File: src/rtl/irq_router_pkg.sv
// Package: shared register-window constants and the decoded region type
// for the interrupt router. Assumes byte addresses and 32-bit words.
package irq_router_pkg;

    // Fixed layout of the register window
    localparam logic [31:0] PEND_BASE  = 32'h0000_1000;
    localparam logic [31:0] EN_BASE    = 32'h0000_2000;
    localparam int          EN_SHIFT   = 7;     // 0x80 bytes per context
    localparam logic [31:0] CTX_BASE   = 32'h0020_0000;
    localparam int          CTX_SHIFT  = 12;    // 0x1000 bytes per context
    localparam logic [31:0] CLAIM_OFS  = 32'h0000_0004;

    // Which register an address selects
    typedef enum logic [2:0] {
        RG_NONE,
        RG_PRIO,
        RG_PEND,
        RG_EN,
        RG_THR,
        RG_CLAIM
    } reg_region_e;

endpackage

File: src/rtl/irq_gateway.sv
// Module: per-source gateway. Converts an edge or level request into a
// single pending bit and blocks new requests while the source is in
// service. Assumes at most one claim pulse per cycle and that claim is
// only raised while the pending bit is set.
module irq_gateway #(
    parameter bit EDGE = 1'b0
) (
    input  logic clk,
    input  logic rst_n,
    input  logic req_in,
    input  logic claim,
    input  logic done,
    output logic pending,
    output logic in_svc
);

    logic prev_q;
    logic held_q;
    logic req;

    // Request seen this cycle: rising edge or high level, per build choice
    always_comb begin
        if (EDGE) req = req_in & ~prev_q;
        else      req = req_in;
    end

    // Gateway state: pending, in-service and one held edge
    always_ff @(posedge clk) begin
        if (!rst_n) begin
            prev_q  <= 1'b0;
            held_q  <= 1'b0;
            pending <= 1'b0;
            in_svc  <= 1'b0;
        end else begin
            prev_q <= req_in;
            if (claim) begin
                pending <= 1'b0;
                in_svc  <= 1'b1;
                held_q  <= EDGE & req;
            end else if (done && in_svc) begin
                in_svc  <= 1'b0;
                pending <= held_q;
                held_q  <= 1'b0;
            end else if (!in_svc && req) begin
                pending <= 1'b1;
            end else if (in_svc && req && EDGE) begin
                held_q  <= 1'b1;
            end
        end
    end

endmodule

File: src/rtl/irq_ctx_arbiter.sv
// Module: per-context selector. Finds the pending, enabled source with the
// highest non-zero priority (lowest ID wins ties) and drives the context's
// line when that priority exceeds the threshold. Purely combinational.
module irq_ctx_arbiter #(
    parameter int NUM_SRC = 10,
    parameter int PRIO_W  = 3,
    parameter int ID_W    = 4
) (
    input  logic [NUM_SRC-1:0]             pend,
    input  logic [NUM_SRC-1:0]             en,
    input  logic [NUM_SRC-1:0][PRIO_W-1:0] prio,
    input  logic [PRIO_W-1:0]              thresh,
    output logic [ID_W-1:0]                best_id,
    output logic                           irq
);

    logic [PRIO_W-1:0] best_prio;

    // Linear scan: strict compare keeps the lowest ID on ties and skips 0
    always_comb begin
        best_prio = '0;
        best_id   = '0;
        for (int i = 0; i < NUM_SRC; i++) begin
            if (pend[i] && en[i] && (prio[i] > best_prio)) begin
                best_prio = prio[i];
                best_id   = ID_W'(i + 1);
            end
        end
    end

    // Line raised only above the context threshold
    always_comb irq = (best_prio > thresh);

endmodule

File: src/rtl/irq_reg_decode.sv
// Module: address decoder for the register window. Maps a byte address
// onto a region, a source ID and a context index. Unaligned or unmapped
// addresses decode to RG_NONE. Assumes ADDR_W <= 32.
module irq_reg_decode
    import irq_router_pkg::*;
#(
    parameter int NUM_SRC = 10,
    parameter int NUM_CTX = 9,
    parameter int ADDR_W  = 26,
    parameter int ID_W    = 4,
    parameter int CTX_W   = 4
) (
    input  logic [ADDR_W-1:0] addr,
    output reg_region_e       region,
    output logic [ID_W-1:0]   src_id,
    output logic [CTX_W-1:0]  ctx
);

    logic [31:0] a;
    logic [31:0] en_off;
    logic [31:0] ctx_off;

    // Offsets inside the enable and per-context areas
    always_comb begin
        a       = 32'(addr);
        en_off  = a - EN_BASE;
        ctx_off = a - CTX_BASE;
    end

    // Region select
    always_comb begin
        region = RG_NONE;
        src_id = '0;
        ctx    = '0;
        if (a[1:0] == 2'b00) begin
            if (a < PEND_BASE) begin
                if ((a >> 2) >= 32'd1 && (a >> 2) <= 32'(NUM_SRC)) begin
                    region = RG_PRIO;
                    src_id = ID_W'(a >> 2);
                end
            end else if (a == PEND_BASE) begin
                region = RG_PEND;
            end else if (a >= EN_BASE && a < CTX_BASE) begin
                if ((en_off >> EN_SHIFT) < 32'(NUM_CTX) &&
                    en_off[EN_SHIFT-1:0] == '0) begin
                    region = RG_EN;
                    ctx    = CTX_W'(en_off >> EN_SHIFT);
                end
            end else if (a >= CTX_BASE) begin
                if ((ctx_off >> CTX_SHIFT) < 32'(NUM_CTX)) begin
                    ctx = CTX_W'(ctx_off >> CTX_SHIFT);
                    if (ctx_off[CTX_SHIFT-1:0] == '0)
                        region = RG_THR;
                    else if (32'(ctx_off[CTX_SHIFT-1:0]) == CLAIM_OFS)
                        region = RG_CLAIM;
                end
            end
        end
    end

endmodule

File: src/rtl/irq_router.sv
// Module: interrupt router top. Holds priorities, per-context enables and
// thresholds, instantiates one gateway per source and one selector per
// context, and serves the register port. Assumes NUM_SRC < DATA_W so the
// pending and enable bits fit one word, and one access per cycle.
module irq_router
    import irq_router_pkg::*;
#(
    parameter int               NUM_SRC  = 10,
    parameter int               NUM_CTX  = 9,
    parameter int               PRIO_W   = 3,
    parameter int               ADDR_W   = 26,
    parameter int               DATA_W   = 32,
    parameter logic [NUM_SRC-1:0] SRC_EDGE = 10'b11111_00000
) (
    input  logic               clk,
    input  logic               rst_n,
    input  logic [NUM_SRC-1:0] src_irq,
    input  logic               reg_wr,
    input  logic               reg_rd,
    input  logic [ADDR_W-1:0]  reg_addr,
    input  logic [DATA_W-1:0]  reg_wdata,
    output logic [DATA_W-1:0]  reg_rdata,
    output logic [NUM_CTX-1:0] ctx_irq
);

    localparam int ID_W  = $clog2(NUM_SRC + 1);
    localparam int CTX_W = (NUM_CTX > 1) ? $clog2(NUM_CTX) : 1;

    logic [NUM_SRC-1:0][PRIO_W-1:0]  prio_q;
    logic [NUM_CTX-1:0][NUM_SRC-1:0] en_q;
    logic [NUM_CTX-1:0][PRIO_W-1:0]  thr_q;
    logic [NUM_CTX-1:0][ID_W-1:0]    best_id;
    logic [NUM_SRC-1:0]              pend_vec;
    logic [NUM_SRC-1:0]              svc_vec;
    logic [NUM_SRC-1:0]              claim_vec;
    logic [NUM_SRC-1:0]              done_vec;
    logic [DATA_W-1:0]               rd_mux;
    logic [DATA_W-1:0]               rdata_q;
    logic [ID_W-1:0]                 claim_id;
    logic                            done_ok;

    reg_region_e      dec_region;
    logic [ID_W-1:0]  dec_id;
    logic [CTX_W-1:0] dec_ctx;

    irq_reg_decode #(
        .NUM_SRC (NUM_SRC),
        .NUM_CTX (NUM_CTX),
        .ADDR_W  (ADDR_W),
        .ID_W    (ID_W),
        .CTX_W   (CTX_W)
    ) u_dec (
        .addr   (reg_addr),
        .region (dec_region),
        .src_id (dec_id),
        .ctx    (dec_ctx)
    );

    // One gateway per source, trigger type chosen per bit of SRC_EDGE
    for (genvar s = 0; s < NUM_SRC; s++) begin : g_gw
        irq_gateway #(.EDGE(SRC_EDGE[s])) u_gw (
            .clk     (clk),
            .rst_n   (rst_n),
            .req_in  (src_irq[s]),
            .claim   (claim_vec[s]),
            .done    (done_vec[s]),
            .pending (pend_vec[s]),
            .in_svc  (svc_vec[s])
        );
    end

    // One selector per context
    for (genvar c = 0; c < NUM_CTX; c++) begin : g_ctx
        irq_ctx_arbiter #(
            .NUM_SRC (NUM_SRC),
            .PRIO_W  (PRIO_W),
            .ID_W    (ID_W)
        ) u_arb (
            .pend    (pend_vec),
            .en      (en_q[c]),
            .prio    (prio_q),
            .thresh  (thr_q[c]),
            .best_id (best_id[c]),
            .irq     (ctx_irq[c])
        );
    end

    // Claim: the selected context's winner leaves the pending set
    always_comb begin
        claim_id = best_id[dec_ctx];
        for (int i = 0; i < NUM_SRC; i++)
            claim_vec[i] = reg_rd && (dec_region == RG_CLAIM) &&
                           (claim_id == ID_W'(i + 1));
    end

    // Completion: ID in range and enabled for the writing context
    always_comb begin
        done_ok = reg_wr && (dec_region == RG_CLAIM) &&
                  (reg_wdata >= DATA_W'(1)) &&
                  (reg_wdata <= DATA_W'(NUM_SRC));
        for (int i = 0; i < NUM_SRC; i++)
            done_vec[i] = done_ok && en_q[dec_ctx][i] &&
                          (reg_wdata == DATA_W'(i + 1));
    end

    // Configuration registers: priority, enable and threshold writes
    always_ff @(posedge clk) begin
        if (!rst_n) begin
            prio_q <= '0;
            en_q   <= '0;
            thr_q  <= '0;
        end else if (reg_wr) begin
            case (dec_region)
                RG_PRIO: prio_q[dec_id - ID_W'(1)] <= reg_wdata[PRIO_W-1:0];
                RG_EN:   en_q[dec_ctx] <= reg_wdata[NUM_SRC:1];
                RG_THR:  thr_q[dec_ctx] <= reg_wdata[PRIO_W-1:0];
                default: ;
            endcase
        end
    end

    // Read multiplexer over the decoded region
    always_comb begin
        case (dec_region)
            RG_PRIO:  rd_mux = DATA_W'(prio_q[dec_id - ID_W'(1)]);
            RG_PEND:  rd_mux = DATA_W'({pend_vec, 1'b0});
            RG_EN:    rd_mux = DATA_W'({en_q[dec_ctx], 1'b0});
            RG_THR:   rd_mux = DATA_W'(thr_q[dec_ctx]);
            RG_CLAIM: rd_mux = DATA_W'(claim_id);
            default:  rd_mux = '0;
        endcase
    end

    // Registered read data, held between reads
    always_ff @(posedge clk) begin
        if (!rst_n)      rdata_q <= '0;
        else if (reg_rd) rdata_q <= rd_mux;
    end

    assign reg_rdata = rdata_q;

endmodule

File: config.mk
export PLATFORM = sky130hd
export DESIGN_NAME = irq_router
export DESIGN_NICKNAME = d
export VERILOG_FILES = /design/src/rtl/irq_router_pkg.sv /design/src/rtl/irq_gateway.sv /design/src/rtl/irq_ctx_arbiter.sv /design/src/rtl/irq_reg_decode.sv /design/src/rtl/irq_router.sv
export SDC_FILE = /design/constraint.sdc
export NUM_CORES = 1
export LEC_CHECK = 0
export BUFFER_PORTS_ARGS = -buffer_cell sky130_fd_sc_hd__buf_4
export CAP_MARGIN = 5
export CORE_MARGIN = 4
export CORE_UTILIZATION = 30
export DETAILED_ROUTE_END_ITERATION = 7
export GPL_TIMING_DRIVEN = 0
export PLACE_DENSITY = 0.56
export SLEW_MARGIN = 15
export SYNTH_ARGS = -nofsm -noshare
export SYNTH_HDL_FRONTEND = slang
export SYNTH_SLANG_ARGS = --single-unit
File: constraint.sdc
create_clock -name clk -period 44 [get_ports clk]
set_input_delay 0 -clock clk [delete_from_list [all_inputs] [get_ports clk]]
set_output_delay 0 -clock clk [all_outputs]
set_load 0.05 [all_outputs]
### Word-level counts from Yosys, hierarchy flattened

Cells that the tools add are included.
W data, S select, Z words.

* register bits after elaboration: 209
* output and inout bits: 41
* word-level logic and storage cells: 788

* add/sub/neg operators: 3
* $lt $le $gt $ge: 105
* equality and inequality tests: 32
* mux-type cells: 278
* bitwise gates (word level): 11
* reduce and logical (&&, ||, !) cells: 300

Operators with widths (number)
* $mux W3: 138
* $gt A3 B3 Y1: 90
* $logic_and A1 B1 Y1: 244
* $mux W4: 38
* $eq A32 B3 Y1 const B: 4
* $eq A32 B4 Y1 const B: 3
* $bwmux W90: 1
* $mux W1: 70
* $eq A32 B2 Y1 const B: 2
* $pmux W11 S5: 1
* $bmux W10 S4: 1
* $demux W10 S4: 1
* $reduce_bool A2 Y1: 20
* $mux W2: 19
* $eq A32 B1 Y1 const B: 1
* $ge A32 B1 Y1 const B: 1
* $le A32 B4 Y1 const B: 1
* $bwmux W30: 1
* $bwmux W27: 1
* $sub A26 B14 Y27 const B: 1
* $sub A26 B22 Y27 const B: 1
* $eq A26 B13 Y1 const B: 1
* $ge A26 B14 Y1 const B: 1
* $ge A26 B22 Y1 const B: 1
* 32 further kinds: 87

### Depth between registers and ports, before layout

* word-level depth: 36
* depth in mapped cells: 74
* depth with buffers taken out: 70

### By module

From an unflattened synthesis, not the netlist that was laid out.

* cell total of the unflattened synthesis: 3059
* area, all modules: 23263.6 um^2

Modules (own cells, without submodules)
* irq_router: times used 1, cells each 923, area each 8142.8 um^2
* irq_ctx_arbiter at g_ctx[3].u_arb ...: times used 5, cells each 221, area each 1506.4 um^2
* irq_ctx_arbiter at g_ctx[0].u_arb ...: times used 3, cells each 207, area each 1453.9 um^2
* irq_ctx_arbiter at g_ctx[8].u_arb: times used 1, cells each 206, area each 1481.4 um^2
* irq_gateway at g_gw[5].u_gw ...: times used 5, cells each 18, area each 163.9 um^2
* irq_reg_decode: times used 1, cells each 74, area each 525.5 um^2
* irq_gateway at g_gw[0].u_gw ...: times used 5, cells each 8, area each 80.1 um^2

### Least setup slack after synthesis

No wires, ideal clock.

* path kind: register to register
* from: register g_gw[0].u_gw.pending
* to: register g_gw[8].u_gw.held_q
* setup time: 120 ps
* arrival: 13691 ps
* setup slack: 30190 ps
* cell stages (with the launch flop): 65
* buffers on the path: 3
* clock period less this slack: 13810 ps
* path through: dfxtp_1 buf_2 buf_2 clkbuf_1 and3_1 ha_1 a31oi_1 nand2_1 nand2_1 o21ai_0 ha_1 nor2_1 o221ai_1 nand2_1 a22o_1 nand3_1 mux2_2 ha_1 [29 not listed] inv_1 ha_1 a21o_1 a21oi_1 a311oi_1 inv_1 mux2_2 ha_1 a21oi_1 a311oi_1 or4_1 and3b_1 o32ai_1 nor3_4 and3_1 nand4_1 mux2i_1 o31a_1

* longest elaborated chain between the ends: 36
* elaborated cells on any way between the ends: 359

RTL lines
* from (decl): RTL line irq_gateway.sv:13 `output logic pending,`
* from (signal assigned): RTL line irq_gateway.sv:42 `pending <= held_q;`
* $logic_and A1 B1 Y1 (2 in series): RTL line irq_ctx_arbiter.sv:24 `if (pend[i] && en[i] && (prio[i] > best_prio)) begin`
* $mux W3: RTL line irq_ctx_arbiter.sv:24
* $gt A3 B3 Y1: RTL line irq_ctx_arbiter.sv:24
* $logic_and A1 B1 Y1: RTL line irq_ctx_arbiter.sv:24
* $mux W3: RTL line irq_ctx_arbiter.sv:24
* $gt A3 B3 Y1: RTL line irq_ctx_arbiter.sv:24
* $logic_and A1 B1 Y1: RTL line irq_ctx_arbiter.sv:24
* $mux W3: RTL line irq_ctx_arbiter.sv:24
* [19 not listed]
* $logic_and A1 B1 Y1: RTL line irq_ctx_arbiter.sv:24
* $mux W4: RTL line irq_ctx_arbiter.sv:24
* $bmux W4 S4 *: RTL line irq_router.sv:90 `claim_id = best_id[dec_ctx];`
* $mux W4 (not written as such) *: RTL line irq_router.sv:90
* $eq A4 B4 Y1 *: RTL line irq_router.sv:93 `(claim_id == ID_W'(i + 1));`
* $logic_and A1 B1 Y1 *: RTL line irq_router.sv:92 `claim_vec[i] = reg_rd && (dec_region == RG_CLAIM) &&`
* $ne A3 B1 Y1 (no source line) or $reduce_bool A3 Y1 (tied branches)
* $reduce_and A2 Y1 (no source line)
* to (signal assigned): RTL line irq_gateway.sv:39 `held_q <= EDGE & req;`
* to (decl): RTL line irq_gateway.sv:18 `logic held_q;`

Every way passes the cells marked *; elsewhere a longest branch is shown, timed or not. The select of a mux whose other input is x is not followed.
A chain may end at the register's enable or synchronous reset.

### Worst setup path after layout

* from: register g_gw[0].u_gw.pending
* to: register g_gw[5].u_gw.held_q

* longest elaborated chain between the ends: 36
* elaborated cells on any way between the ends: 359

RTL lines (RTL line)
* $logic_and A1 B1 Y1 (2 in series): irq_ctx_arbiter.sv:24
* $mux W3: irq_ctx_arbiter.sv:24
* $gt A3 B3 Y1: irq_ctx_arbiter.sv:24
* $logic_and A1 B1 Y1: irq_ctx_arbiter.sv:24
* $mux W3: irq_ctx_arbiter.sv:24
* $gt A3 B3 Y1: irq_ctx_arbiter.sv:24
* $logic_and A1 B1 Y1: irq_ctx_arbiter.sv:24
* $mux W3: irq_ctx_arbiter.sv:24
* [19 not listed]
* $logic_and A1 B1 Y1: irq_ctx_arbiter.sv:24
* $mux W4: irq_ctx_arbiter.sv:24
* $bmux W4 S4 *: irq_router.sv:90
* $mux W4 (not written as such) *: irq_router.sv:90
* $eq A4 B3 Y1 *: irq_router.sv:93
* $logic_and A1 B1 Y1 *: irq_router.sv:92
* $ne A3 B1 Y1 (no source line) or $reduce_bool A3 Y1 (tied branches)
* $reduce_and A2 Y1 (no source line)
* to (signal assigned): irq_gateway.sv:39
* to (decl): irq_gateway.sv:18

Marks and branches as above.

==> flow_summary.ini <==
[run_status]
status = completed

[yosys]
synth_flop_cell = dfxtp_1
yosys.area_share.adder = 0.114
synth-compound-area-share = 0.271
synth.avg_cell_area_um2 = 7.01
synth_edf_count = 0
synth-seq-cells = 188
postSynthCellCount = 2976
async_reset_ff_frac = 0
synth.area.mux_share = 0.0809
yosys_warnings = 0
synth_area_um2 = 20900
yosysSeqAreaShare = 0.180
synth-xor-area-share = 0.00252
yosysUniqueCellTypes = 107
synth_top_family_by_area = simple AND/OR/NAND/NOR gates
synthSimpleGateAreaFrac = 0.289

[sta]
finalCritPeriodShare = 0.409
min_period_ps = 17980
final_max_slew_viol_count = 0
fin_worst_skew_ps = 10.4
tns_ps = 0
final-hold-violation-count = 0
slew_headroom = 0.0846
tightest_slew_ps = 1360
rsz0062_at_grt = false
max_freq_mhz = 55.6
setup_viol = 0

[pwr]
powerDensity_nw_per_um2 = 15.9
clock_power_share = 0.433
power.switching_uw = 105
power.share.switching = 0.283
power.total_uw = 373
power.leakage_nw = 8.68
power_frac_seq = 0.464
internal_power_uw = 267
irDropWorstVdd_v = 0.0000231
power_frac_comb = 0.104

[setup_path]
worstRegToRegCells = 69
worstPathMaxFanout = 10
cp-end-kind = register
critPathCapture = g_gw[5].u_gw.held_q
crit_type = reg2reg
worstReg2RegEnd = g_gw[5].u_gw.held_q
crit_required_ps = 44340
r2r-start = g_gw[0].u_gw.pending
crit_top_cell = ha_1
crit_path_start_kind = register
crit_path_top_delay_cell = a2111oi_2
startpoint = g_gw[0].u_gw.pending
reg2reg_slack_ps = 26020
slowest_delay_ps = 880
critical_path_arrival_ps = 18330

[floorplanning]
ioPinCount = 113
die_x_um = 272
die_area_um2 = 73800
fp.coreArea_um2 = 68700
num_rows = 96
die_h_um = 272
initial_core_util = 0.303

[placed_design]
gp_congestion = 1.06
dp_hpwl_mm = 81.6
port_buffers = 86

[layout]
drive_above_1_share = 0.0913
utilization = 0.341
syn_to_final_growth_pct = 12.5
final_net_count = 3351

[grt]
grt_start_max_net_pins = 18
antenna_found_initial = 1
grt_use_total = 0.261
first_global_vias = 22644
grt_pass1_wl_mm = 146
grt_overflow = 0

[routing]
vias_per_cell = 6.07
drt_iter0_drc = 3179
wl_per_cell_um = 24.9
drtPass1Iterations = 7
antenna_left = 0
routed_wl_mm = 101
vias = 24612
drc_errors = 0

[clock_network]
htreeDepth = 4
tritoncts = built
clkSinkCount = 188
ctsRootBufferMaster = clkbuf_16
clockBufferDepth = 2
clk_pin_slew_ps = 70
worstSkewPairLatency_ps = 470
cts_buffers = 17

[hold_path]
holdCritStartpoint = src_irq[0]
min_path_type = in2reg

[run]
maxCapViolations = 0
synth_stat cells (8+ instances only):
library cell,number,area share
mux2_2,64,0.035
clkbuf_1,147,0.026
a211oi_1,24,0.0086
nor3_1,72,0.017
or2_2,12,0.0036
nor2b_1,26,0.0078
a21oi_1,270,0.065
nor3b_1,8,0.0029
and3_1,65,0.020
and4_1,9,0.0038
a221oi_1,17,0.0071
o211a_1,9,0.0043
maj3_1,26,0.012
or4_1,8,0.0029
a211o_1,8,0.0034
o2111ai_1,10,0.0042
and2_1,49,0.015
a31oi_1,46,0.014
a31o_2,8,0.0034
nor4_1,32,0.0096
ha_1,170,0.10
buf_4,32,0.012
nand2_1,482,0.087
mux2i_1,83,0.040
o211ai_1,30,0.011
or3_1,15,0.0045
nor2_1,253,0.046
a21boi_0,12,0.0043
dfxtp_1,188,0.18
a311oi_1,19,0.0080
a32oi_1,13,0.0055
nand3_1,156,0.037
o31a_1,10,0.0042
o21a_1,15,0.0054
inv_1,105,0.019
o31ai_1,13,0.0047
o22ai_1,40,0.012
o21bai_1,12,0.0043
o21ai_0,132,0.032
a21o_1,49,0.018
nand2b_1,16,0.0048
a22oi_1,16,0.0058
nand4_1,35,0.011
layer usage:
| layer | routed length, um | GRT usage |
|---|---|---|
| met1 | 39900 | 0.341 |
| met4 | 5790 | 0.129 |
| met3 | 11800 | 0.0524 |
| met5 | 0 | 0 |
| met2 | 43400 | 0.409 |
sequential cells by signal, summed over array words and instances, names as in the netlist:
name / count
g_gw.u_gw.prev_q: 5
g_gw.u_gw.held_q: 5
g_gw.u_gw.pending: 10
prio_q: 30
reg_rdata: 11
g_gw.u_gw.in_svc: 10
en_q: 90
thr_q: 27
repair_timing:
item | 4_1_cts | 5_1_grt
hold buffers | 8 | 0
setup buffers | 0 | 0
resized for setup | 0 | 0
endpoints found under the hold margin | 13 | 0
stage by stage:
stage / hold slack (ps) / cells / setup slack, ps / cell area (um^2)
finish: 25.2 / 4054 / 26020 / 23500
global route: 70.2 / 4053 / 25340 / 23500
CTS: 11.0 / 4053 / 26570 / 23400
detailed placement: 219 / 4013 / 26620 / 22800
global placement: 216 / 4013 / 26550 / 22700
floorplan: 122 / 2996 / 30190 / 20900
cells by family after synthesis:
logic type | Yosys count
other | 1
flip-flops | 188
adder cells (fa/ha/maj) | 196
AO/OA/AOI/OAI | 851
buffers and inverters | 304
AND/OR/NAND/NOR | 1277
XOR/XNOR | 6
multiplexers | 153
worst max-delay path: cells and delay by family (launching register included):
family,cells,cell delay [ps]
flip-flops,1,580
buffers and inverters,4,1540
AND/OR/NAND/NOR,22,4160
multiplexers,6,1980
AO/OA/AOI/OAI,27,6770
adder cells (fa/ha/maj),10,2820
area by class of cell:
cell class / instances / area (um^2)
Tap cell: 931 / 1160
Clock buffer: 18 / 429
Inverter: 108 / 405
Fill cell: 7528 / 45200
Sequential cell: 188 / 3760
Timing Repair Buffer: 94 / 726
Clock inverter: 14 / 165
Antenna cell: 1 / 2.50
Buffer: 196 / 875
Multi-Input combinational cell: 2504 / 15900
power groups by stage:
stage	logic [mW]	registers (mW)	clock network, mW
after global placement	0.0367	0.177	0
final	0.0386	0.173	0.161
after CTS	0.0375	0.173	0.162
after detailed placement	0.0369	0.177	0
after floorplan	0.0187	0.177	0
after global routing	0.0401	0.173	0.167
layout by cell type, fill, tap and decap left out, types with 16 or more instances in the layout:
| master | n |
|---|---|
| nand2_1 | 482 |
| a21oi_1 | 269 |
| nor2_1 | 253 |
| dfxtp_1 | 188 |
| ha_1 | 170 |
| nand3_1 | 156 |
| clkbuf_1 | 148 |
| o21ai_0 | 132 |
| buf_4 | 118 |
| inv_1 | 105 |
| mux2i_1 | 83 |
| nor3_1 | 71 |
| and3_1 | 65 |
| mux2_2 | 64 |
| and2_1 | 49 |
| a21o_1 | 49 |
| a31oi_1 | 46 |
| o22ai_1 | 40 |
| nand4_1 | 35 |
| o211ai_1 | 30 |
| nor4_1 | 30 |
| nor2b_1 | 26 |
| maj3_1 | 26 |
| a211oi_1 | 24 |
| conb_1 | 21 |
| a221oi_1 | 17 |
| clkbuf_16 | 17 |
| nand2b_1 | 16 |
| a22oi_1 | 16 |
worst min-delay path by stage:
| stage | end | slack [ps] | depth (start not counted) |
|---|---|---|---|
| after global placement | g_gw[6].u_gw.prev_q | 220 | 2 |
| after global routing | g_gw[0].u_gw.pending | 70 | 4 |
| final | g_gw[0].u_gw.pending | 30 | 4 |
| after detailed placement | g_gw[6].u_gw.prev_q | 220 | 2 |
| after CTS | g_gw[4].u_gw.pending | 10 | 4 |
| after floorplan | g_gw[5].u_gw.prev_q | 120 | 1 |
Note: power is estimated with default switching activity, not from simulation.
